===== src/rtl/rstseq_pkg.sv =====
package rstseq_pkg;

  typedef enum logic [2:0] {
    PH_IDLE    = 3'd0,
    PH_RC_HI1  = 3'd1,
    PH_RC_LOW  = 3'd2,
    PH_STRAP   = 3'd3,
    PH_RC_HI2  = 3'd4,
    PH_RELEASE = 3'd5,
    PH_DONE    = 3'd6
  } phase_e;

  function automatic int unsigned max3(input int unsigned a, input int unsigned b,
                                       input int unsigned c);
    int unsigned m;
    m = (a > b) ? a : b;
    return (m > c) ? m : c;
  endfunction

  function automatic int unsigned bits_for(input int unsigned v);
    return (v < 2) ? 1 : $clog2(v + 1);
  endfunction

endpackage


===== src/rtl/rstseq_ms_timer.sv =====
module rstseq_ms_timer #(
  parameter int unsigned CYC_PER_MS = 50000,
  parameter int unsigned MS_W       = 8
) (
  input  logic            clk,
  input  logic            rst,
  input  logic            load,
  input  logic [MS_W-1:0] load_ms,
  output logic            expire
);

  localparam int unsigned PRE_W   = rstseq_pkg::bits_for(CYC_PER_MS);
  localparam logic [PRE_W-1:0] PRE_TOP = PRE_W'(CYC_PER_MS - 1);

  logic [PRE_W-1:0] pre_q;
  logic [MS_W-1:0]  ms_q;

  always_ff @(posedge clk) begin
    if (rst) begin
      pre_q <= '0;
      ms_q  <= '0;
    end else if (load) begin
      pre_q <= PRE_TOP;
      ms_q  <= load_ms;
    end else if (ms_q != '0) begin
      if (pre_q == '0) begin
        pre_q <= PRE_TOP;
        ms_q  <= ms_q - 1'b1;
      end else begin
        pre_q <= pre_q - 1'b1;
      end
    end
  end

  assign expire = (ms_q == MS_W'(1)) && (pre_q == '0);

endmodule


===== src/rtl/rstseq_fsm.sv =====
module rstseq_fsm
  import rstseq_pkg::*;
#(
  parameter int unsigned HIGH1_MS   = 20,
  parameter int unsigned LOW_MS     = 100,
  parameter int unsigned HIGH2_MS   = 30,
  parameter bit          AUTO_START = 1'b1,
  parameter int unsigned MS_W       = 8
) (
  input  logic            clk,
  input  logic            rst,
  input  logic            start,
  input  logic            rc_present,
  input  logic            expire,
  output phase_e          phase_nxt,
  output logic            load,
  output logic [MS_W-1:0] load_ms
);

  phase_e phase_q;
  logic   boot_q;
  logic   go;

  assign go = start | boot_q;

  always_comb begin
    phase_nxt = phase_q;
    unique case (phase_q)
      PH_IDLE:    if (go) phase_nxt = rc_present ? PH_RC_HI1 : PH_DONE;
      PH_RC_HI1:  if (expire) phase_nxt = PH_RC_LOW;
      PH_RC_LOW:  if (expire) phase_nxt = PH_STRAP;
      PH_STRAP:   phase_nxt = PH_RC_HI2;
      PH_RC_HI2:  if (expire) phase_nxt = PH_RELEASE;
      PH_RELEASE: phase_nxt = PH_DONE;
      PH_DONE:    phase_nxt = PH_IDLE;
      default:    phase_nxt = PH_IDLE;
    endcase
  end

  always_comb begin
    load    = 1'b0;
    load_ms = '0;
    if (phase_nxt != phase_q) begin
      unique case (phase_nxt)
        PH_RC_HI1: begin load = 1'b1; load_ms = MS_W'(HIGH1_MS); end
        PH_RC_LOW: begin load = 1'b1; load_ms = MS_W'(LOW_MS);   end
        PH_RC_HI2: begin load = 1'b1; load_ms = MS_W'(HIGH2_MS); end
        default:   begin load = 1'b0; load_ms = '0;              end
      endcase
    end
  end

  always_ff @(posedge clk) begin
    if (rst) begin
      phase_q <= PH_IDLE;
      boot_q  <= AUTO_START;
    end else begin
      phase_q <= phase_nxt;
      if (phase_q == PH_IDLE) boot_q <= 1'b0;
    end
  end

endmodule


===== src/rtl/rstseq_pins.sv =====
module rstseq_pins
  import rstseq_pkg::*;
#(
  parameter bit SK_STRAP = 1'b1,
  parameter bit DI_STRAP = 1'b0
) (
  input  logic   clk,
  input  logic   rst,
  input  phase_e phase_nxt,
  output logic   rc_o,
  output logic   rc_oe,
  output logic   sk_o,
  output logic   sk_oe,
  output logic   di_o,
  output logic   di_oe,
  output logic   busy,
  output logic   done
);

  logic in_seq_d, rc_low_d, strap_d, rc_oe_d;

  always_comb begin
    in_seq_d = (phase_nxt == PH_RC_HI1) || (phase_nxt == PH_RC_LOW) ||
               (phase_nxt == PH_STRAP)  || (phase_nxt == PH_RC_HI2) ||
               (phase_nxt == PH_RELEASE);
    rc_low_d = (phase_nxt == PH_RC_LOW) || (phase_nxt == PH_STRAP);
    strap_d  = (phase_nxt == PH_STRAP)  || (phase_nxt == PH_RC_HI2);
    rc_oe_d  = rc_oe | in_seq_d;
  end

  always_ff @(posedge clk) begin
    if (rst) begin
      rc_o  <= 1'b1;
      rc_oe <= 1'b0;
      sk_o  <= 1'b0;
      sk_oe <= 1'b0;
      di_o  <= 1'b0;
      di_oe <= 1'b0;
      busy  <= 1'b0;
      done  <= 1'b0;
    end else begin
      rc_o  <= ~rc_low_d;
      rc_oe <= rc_oe_d;
      sk_o  <= strap_d ? SK_STRAP : 1'b0;
      sk_oe <= strap_d;
      di_o  <= strap_d ? DI_STRAP : 1'b0;
      di_oe <= strap_d;
      busy  <= in_seq_d;
      done  <= (phase_nxt == PH_DONE);
    end
  end

endmodule


===== src/rtl/switch_rst_sequencer.sv =====
module switch_rst_sequencer #(
  parameter int unsigned CYC_PER_MS = 50000,
  parameter int unsigned HIGH1_MS   = 20,
  parameter int unsigned LOW_MS     = 100,
  parameter int unsigned HIGH2_MS   = 30,
  parameter bit          AUTO_START = 1'b1,
  parameter bit          SK_STRAP   = 1'b1,
  parameter bit          DI_STRAP   = 1'b0
) (
  input  logic clk,
  input  logic rst,
  input  logic start,
  input  logic rc_present,
  output logic rc_o,
  output logic rc_oe,
  output logic sk_o,
  output logic sk_oe,
  output logic di_o,
  output logic di_oe,
  output logic busy,
  output logic done
);

  localparam int unsigned MS_MAX = rstseq_pkg::max3(HIGH1_MS, LOW_MS, HIGH2_MS);
  localparam int unsigned MS_W   = rstseq_pkg::bits_for(MS_MAX);

  rstseq_pkg::phase_e phase_nxt;
  logic               load, expire;
  logic [MS_W-1:0]    load_ms;

  rstseq_fsm #(
    .HIGH1_MS(HIGH1_MS), .LOW_MS(LOW_MS), .HIGH2_MS(HIGH2_MS),
    .AUTO_START(AUTO_START), .MS_W(MS_W)
  ) u_fsm (
    .clk(clk), .rst(rst), .start(start), .rc_present(rc_present),
    .expire(expire), .phase_nxt(phase_nxt), .load(load), .load_ms(load_ms)
  );

  rstseq_ms_timer #(.CYC_PER_MS(CYC_PER_MS), .MS_W(MS_W)) u_timer (
    .clk(clk), .rst(rst), .load(load), .load_ms(load_ms), .expire(expire)
  );

  rstseq_pins #(.SK_STRAP(SK_STRAP), .DI_STRAP(DI_STRAP)) u_pins (
    .clk(clk), .rst(rst), .phase_nxt(phase_nxt),
    .rc_o(rc_o), .rc_oe(rc_oe), .sk_o(sk_o), .sk_oe(sk_oe),
    .di_o(di_o), .di_oe(di_oe), .busy(busy), .done(done)
  );

endmodule


===== config.mk =====
export PLATFORM = sky130hd
export DESIGN_NAME = switch_rst_sequencer
export DESIGN_NICKNAME = d
export VERILOG_FILES = /design/src/rtl/rstseq_pkg.sv /design/src/rtl/rstseq_ms_timer.sv /design/src/rtl/rstseq_fsm.sv /design/src/rtl/rstseq_pins.sv /design/src/rtl/switch_rst_sequencer.sv
export SDC_FILE = /design/constraint.sdc
export NUM_CORES = 1
export LEC_CHECK = 0
export ABC_AREA = 1
export BUFFER_PORTS_ARGS = -buffer_cell sky130_fd_sc_hd__buf_2
export CORE_MARGIN = 2
export CORE_UTILIZATION = 50
export CTS_CLUSTER_SIZE = 12
export DETAILED_ROUTE_END_ITERATION = 6
export PLACE_DENSITY = 0.66
export RECOVER_POWER = 50
export SYNTH_ARGS = -nofsm -noshare
export SYNTH_HDL_FRONTEND = slang
export SYNTH_SLANG_ARGS = --single-unit

===== constraint.sdc =====
create_clock -name clk -period 1.9 [get_ports clk]
set_clock_uncertainty 0.15 [all_clocks]
set_input_delay 0.19 -clock clk [delete_from_list [all_inputs] [get_ports clk]]
set_output_delay 0.19 -clock clk [all_outputs]
set_load 0.02 [all_outputs]

# Word level (Yosys, flattened, before mapping)
# Cells that the tools add are included.
# Widths: inputs -> output; s select.
# word_totals
ff_bits,33
inputBits,4
wordCells,61
output_inout_bits,8
# classes
n_mux,17
add_sub_neg,2
bitwise_logic,3
eq_ne,13
n_reduce_logical,15
# op_table
operator,n
$mux 16,3
$mux 7,4
$pmux 7 s3,1
$pmux 3 s6,1
$logic_not 16->1,1
$sub 16x1->16 const B,1
$eq 3x3->1 const B,5
$mux 3,5
$eq 3x2->1 const B,4
$eq 7x1->1 const B,1
$reduce_bool 7->1,1
$sub 7x1->7 const B,1
$eq 3x1->1 const B,2
$logic_or 1x1->1,6
$reduce_bool 2->1,2
$logic_not 3->1,1
$mux 1,3
$ne 3x3->1,1
$reduce_or 3->1,1
$or 1x1->1,2
$reduce_and 2->1,1
$reduce_or 2->1,1
$logic_and 1x1->1,1
$not 1->1,1

# Longest topological paths before layout
# depth
ltp_word,10
depth_mapped,17
depth_no_buf,17

# Cells and area by module
# From an unflattened synthesis, not the netlist that was laid out.
# hier_totals
cells_unflattened,301
hier_area_um2,2018.2
# by_module_without_submodules
mod,cells_each,seq_area_each_um2,n_inst,area_each_um2
rstseq_ms_timer,217,460.4,1,1453.9
rstseq_fsm,58,80.1,1,370.4
rstseq_pins,26,100.1,1,193.9

# Least setup slack after synthesis
# Ideal clock, no wire load.
# synth_timing
path_type,register -> register
from,reg u_timer.pre_q[0]
to,reg u_timer.pre_q[6]
arrival_ns,1.743
stages_incl_launch_ff,17
required_time_ns,1.638
setup_ns,0.112
period_less_slack_ns,2.006
setup_slack_ns,-0.106
path_buffers,0
path_cell_list,dfxtp_1 inv_1 ha_1 nand2_1 nor2_2 nand2_2 clkinv_2 nand2_2 nand2_4 nand2_1 o21bai_4 nand2_8 nand2_8 inv_4 nand2_1 nor2_1 nor2_1
# synth_via
elab_chain_len,9
word_cells_on_any_way,18
classes_between,add/sub (1); eq/ne (4); mux (9); reduce/logical (4)
# synth_lines
item,line_no,rtl
"start, declared",rstseq_ms_timer.sv:15,logic [PRE_W-1:0] pre_q;
"start signal, assigned",rstseq_ms_timer.sv:30,pre_q <= pre_q - 1'b1;
$logic_not 16->1,"rstseq_ms_timer.sv:26, rstseq_ms_timer.sv:35",
$logic_and 1x1->1,rstseq_ms_timer.sv:35,assign expire = (ms_q == MS_W'(1)) && (pre_q == '0);
$mux 3 (on tied branches),"rstseq_fsm.sv:33, rstseq_fsm.sv:30, rstseq_fsm.sv:31",
$pmux 3 s6,rstseq_fsm.sv:28,unique case (phase_q)
"$eq 3x1->1, or another cell as far along",rstseq_fsm.sv:44,unique case (phase_nxt)
$reduce_or 3->1 (no source line),--,
$mux 1,rstseq_fsm.sv:44,
$mux 1,rstseq_fsm.sv:43,if (phase_nxt != phase_q) begin
$mux 16 or $reduce_bool 2->1 (tied branches),--,
# Parallel ways exist; a longest one is shown, timed or not. The select of a mux whose other input is x is not followed.
# A chain may end at the register's enable or synchronous reset.

# Worst setup path after layout
# layout_timing
from,reg u_timer.pre_q[6]
to,reg u_timer.pre_q[2]
# layout_via
elab_chain_len,9
word_cells_on_any_way,17
classes_between,eq/ne (4); mux (9); reduce/logical (4)
# layout_lines
item,line_no
$logic_not 16->1 *,"rstseq_ms_timer.sv:26, rstseq_ms_timer.sv:35"
$logic_and 1x1->1,rstseq_ms_timer.sv:35
$mux 3 (on tied branches),"rstseq_fsm.sv:33, rstseq_fsm.sv:30, rstseq_fsm.sv:31"
$pmux 3 s6,rstseq_fsm.sv:28
"$eq 3x1->1, or another cell as far along",rstseq_fsm.sv:44
$reduce_or 3->1 (no source line),--
$mux 1,rstseq_fsm.sv:44
$mux 1,rstseq_fsm.sv:43
$mux 16 or $reduce_bool 2->1 (tied branches),--
# Every way passes the cells marked *; elsewhere a longest branch is shown, timed or not. The select of a mux whose other input is x is not followed.

==> flow_summary.yaml <==
global_routing:
  grt_pass1_wl_um: 8652
  grt_max_degree: 21
  antenna_found_initial: 0
  grt_overflow: 0
  grt_usage_pct: 24.86
  grt_pass1_vias: 1985
flow_run:
  maxCapViolations: 0
power:
  power.total_mw: 6.017
  powerDensity_mw_per_mm2: 1983
  p_leak_nw: 1.526
  switching_share_pct: 44.89
  p_seq_share_pct: 18.1
  pwr-share-clk_pct: 10.7
  switchingPower_mw: 2.701
  ir_drop_uv: 1066
  p_int_mw: 3.316
  p_comb_share_pct: 71.2
worst_setup_path:
  critPathMaxStageDelay_ns: 0.34
  cp_common_cell: "nand2_2"
  r2r_cells: 13
  reg2reg_slack_ns: -0.16
  critPathArrivalTime_ns: 2.12
  start_kind: "flop"
  regToRegEndpoint: "u_timer.pre_q[2]$_SDFFE_PP0P_"
  r2r-start: "u_timer.pre_q[6]$_SDFFE_PP0P_"
  worstPathMaxFanout: 8
  critical_path.cell_chain: "nor2_4 > nand2_2 > nor2_4 > nand2_2 > inv_4 > nand2_2 > nand2_4 > nand2_2 > o21bai_4 > nand2_8 > buf_6 > nand4_1 > a21oi_2"
  slowest_stage: "dfxtp_2"
  cp_top_family: "simple AND/OR/NAND/NOR gates"
  cp.buffers_inverters: 2
  critPathCaptureType: "flop"
  critPathKind: "reg -> reg"
  worst-endpoint-required_ns: 1.96
die:
  die-area_mm2: 0.004699
  fp.dieW_um: 68.55
  rows: 23
  io_pins: 12
  fp.dieH_um: 68.55
  initial_core_util_pct: 52.08
  core_mm2: 0.004000
drt:
  wl_met2_um: 2696
  avgViaCountPerCell: 4.970
  first_pass_iters: 4
  vias: 2147
  drt_iter0_markers: 159
  post_drt_wl_per_cell_um: 12.87
  antenna_left: 0
  wl_met1_um: 2480
  wl_um: 5558
  drc: 0
  wl_met3_um: 259
  top_layer: "met4"
synthesis:
  mappedNetlistArea_mm2: 0.002083
  synth-edff-count: 0
  synthCells: 295
  yosys.area.top_type_share_pct: 30.75
  syn-num-nets: 304
  synth_area_leaders: "dfxtp_1 (31%), nor2_1 (10%), nand2_1 (9.4%)"
  synth_ff_type: "dfxtp_1"
  yosys.area.top_type: "dfxtp_1"
  synth_warnings: 0
  ys_seq_area_share_pct: 30.75
  synthArstFlopShare_pct: 0
  synth_cell_types: 36
  syn_avg_cell_area_um2: 7.062
  ys_ff_latch: 32
run_status:
  status: "finished, violations left"
  violations: "negative setup slack"
sta:
  final.period_utilization_pct: 108.4
  fin_ws_ns: -0.1588
  slew_viol_final: 0
  fin_setup_tns_ns: -2.429
  rsz0062_at_grt: "yes"
  hold_viol: 0
  period_needed_ns: 2.059
  max_freq_mhz: 485.7
  setup_violations: 24
clock_tree:
  h-tree-depth: 2
  clk_pin_slew_ns: 0.07
  cts_root_buffer: "clkbuf_8"
  clock_sinks: 32
  clockBufferDepth: 2
  numCtsBuffers: 5
  cts_tree: "done"
  clock_latency_ns: 0.29
  cts_hold_repair.buffers: 0
placed_design:
  gp_congestion: 0.8280
  place_ws_ns: -0.1023
  numPortBuffers: 10
  hpwl_um: 3797
cells_and_area:
  area_growth_syn_to_layout_pct: 45.65
  drive_gt1_share_pct: 43.19
  final_nets: 390
  utilization_pct: 75.85
  antennaDiodeCount: 0
worst_hold_path:
  hold_class: "in -> reg"
  min_path_cells: 2
  hold_path_end: "u_fsm.phase_q[1]$_SDFF_PP0_"
  hold_start: "rst"
[power groups by stage]
stage	Sequential (mW)	Clock [mW]	Combinational, mW
global route	1.12	0.688	4.66
global placement	1.06	0	3.55
finish	1.09	0.641	4.29
CTS	1.08	0.653	3.94
detailed placement	1.07	0	3.58
floorplan	1.16	0	2.22
[registers in the layout, indices dropped and copies added (netlist names)]
register,count
u_fsm.boot_q,1
u_pins.rc_oe,1
u_timer.ms_q,7
u_pins.busy,1
u_fsm.phase_q,3
u_pins.rc_o,1
u_pins.done,1
u_pins.sk_oe,1
u_timer.pre_q,16
[synth_stat cells, types with 5 or more instances]
library cell	count
xnor2_1	7
xor2_1	13
dfxtp_1	32
nor2_2	14
ha_1	5
nand4_1	14
a21oi_1	6
nand2_1	52
inv_1	36
nand2_2	6
o21ai_0	5
nor2_1	57
nand3_1	7
[what timing repair did]
action,in CTS,in global routing
pin swaps,20,18
endpoints found under the setup margin,24,25
setup buffers,11,5
cloned,0,1
resized for setup,27,22
[area by class of cell]
cell class | count | area [um^2]
Clock buffer | 6 | 72.57
Clock inverter | 2 | 35.03
Fill cell | 300 | 965.9
Inverter | 43 | 168.9
Multi-Input combinational cell | 213 | 1401
Sequential cell | 32 | 649.4
Tap cell | 50 | 62.56
Timing Repair Buffer | 86 | 644.4
[worst max path at each step]
stage / start / endpoint / slack, ns / cells after the start
floorplan: u_timer.pre_q[0]$_SDFFE_PP0P_ / u_timer.pre_q[6]$_SDFFE_PP0P_ / 0.003 / 17
global placement: u_fsm.phase_q[2]$_SDFF_PP0_ / u_timer.ms_q[3]$_SDFFE_PP0P_ / -0.08 / 12
detailed placement: u_fsm.phase_q[2]$_SDFF_PP0_ / u_timer.ms_q[3]$_SDFFE_PP0P_ / -0.10 / 12
CTS: u_timer.pre_q[8]$_SDFFE_PP0P_ / u_timer.ms_q[4]$_SDFFE_PP0P_ / -0.09 / 15
global route: u_fsm.phase_q[1]$_SDFF_PP0_ / u_timer.ms_q[4]$_SDFFE_PP0P_ / -0.26 / 15
finish: u_timer.pre_q[6]$_SDFFE_PP0P_ / u_timer.pre_q[2]$_SDFFE_PP0P_ / -0.16 / 13
[cells by family after synthesis]
logic type | count (synthesis) | synth area share [%]
AO/OA/AOI/OAI | 16 | 5.285
XOR/XNOR | 20 | 8.409
adder cells (fa/ha/maj) | 5 | 3.003
buffers and inverters | 51 | 10.45
flip-flops | 32 | 30.75
other | 1 | 0.1800
AND/OR/NAND/NOR | 170 | 41.92
[layout by cell type, fill, tap and decap left out, types with 4 or more instances in the layout]
| cell | instances |
|---|---|
| dfxtp_1 | 25 |
| nor2_4 | 7 |
| nand2_4 | 4 |
| nor2_2 | 21 |
| xnor2_1 | 7 |
| inv_1 | 33 |
| nand3_1 | 5 |
| buf_4 | 70 |
| nor2_1 | 46 |
| clkbuf_1 | 7 |
| inv_2 | 7 |
| xor2_1 | 12 |
| o21ai_0 | 4 |
| a21oi_1 | 4 |
| nand3_4 | 4 |
| buf_6 | 5 |
| dfxtp_2 | 7 |
| nand4_1 | 14 |
| nand2_2 | 9 |
| nand2_1 | 47 |
| clkbuf_8 | 5 |
| buf_2 | 4 |
[per-stage QoR]
| step | std cells | hold slack [ns] | instance area, um^2 |
|---|---|---|---|
| floorplan | 295 | 0.2908 | 2117 |
| global placement | 408 | 0.2826 | 2648 |
| detailed placement | 408 | 0.2885 | 2648 |
| CTS | 427 | 0.06842 | 2918 |
| global route | 432 | 0.09506 | 3034 |
| finish | 432 | 0.08056 | 3034 |
[worst register-to-register path, cell delays in order, from the launching register on]
cell and delay (ns):
dfxtp_2 0.34, nor2_4 0.14, nand2_2 0.09, nor2_4 0.15, nand2_2 0.09, inv_4 0.07
nand2_2 0.06, nand2_4 0.08, nand2_2 0.05, o21bai_4 0.20, nand2_8 0.13, buf_6 0.14
nand4_1 0.12, a21oi_2 0.17
[layer usage]
metal  vias to the layer above  global-route usage [%]
met1                       990                   32.56
met4                         0                   6.500
li1                       1088                       -
met5                         -                       0
met3                        16                   5.357
met2                        53                   41.35
(Power assumes the default switching activity.)
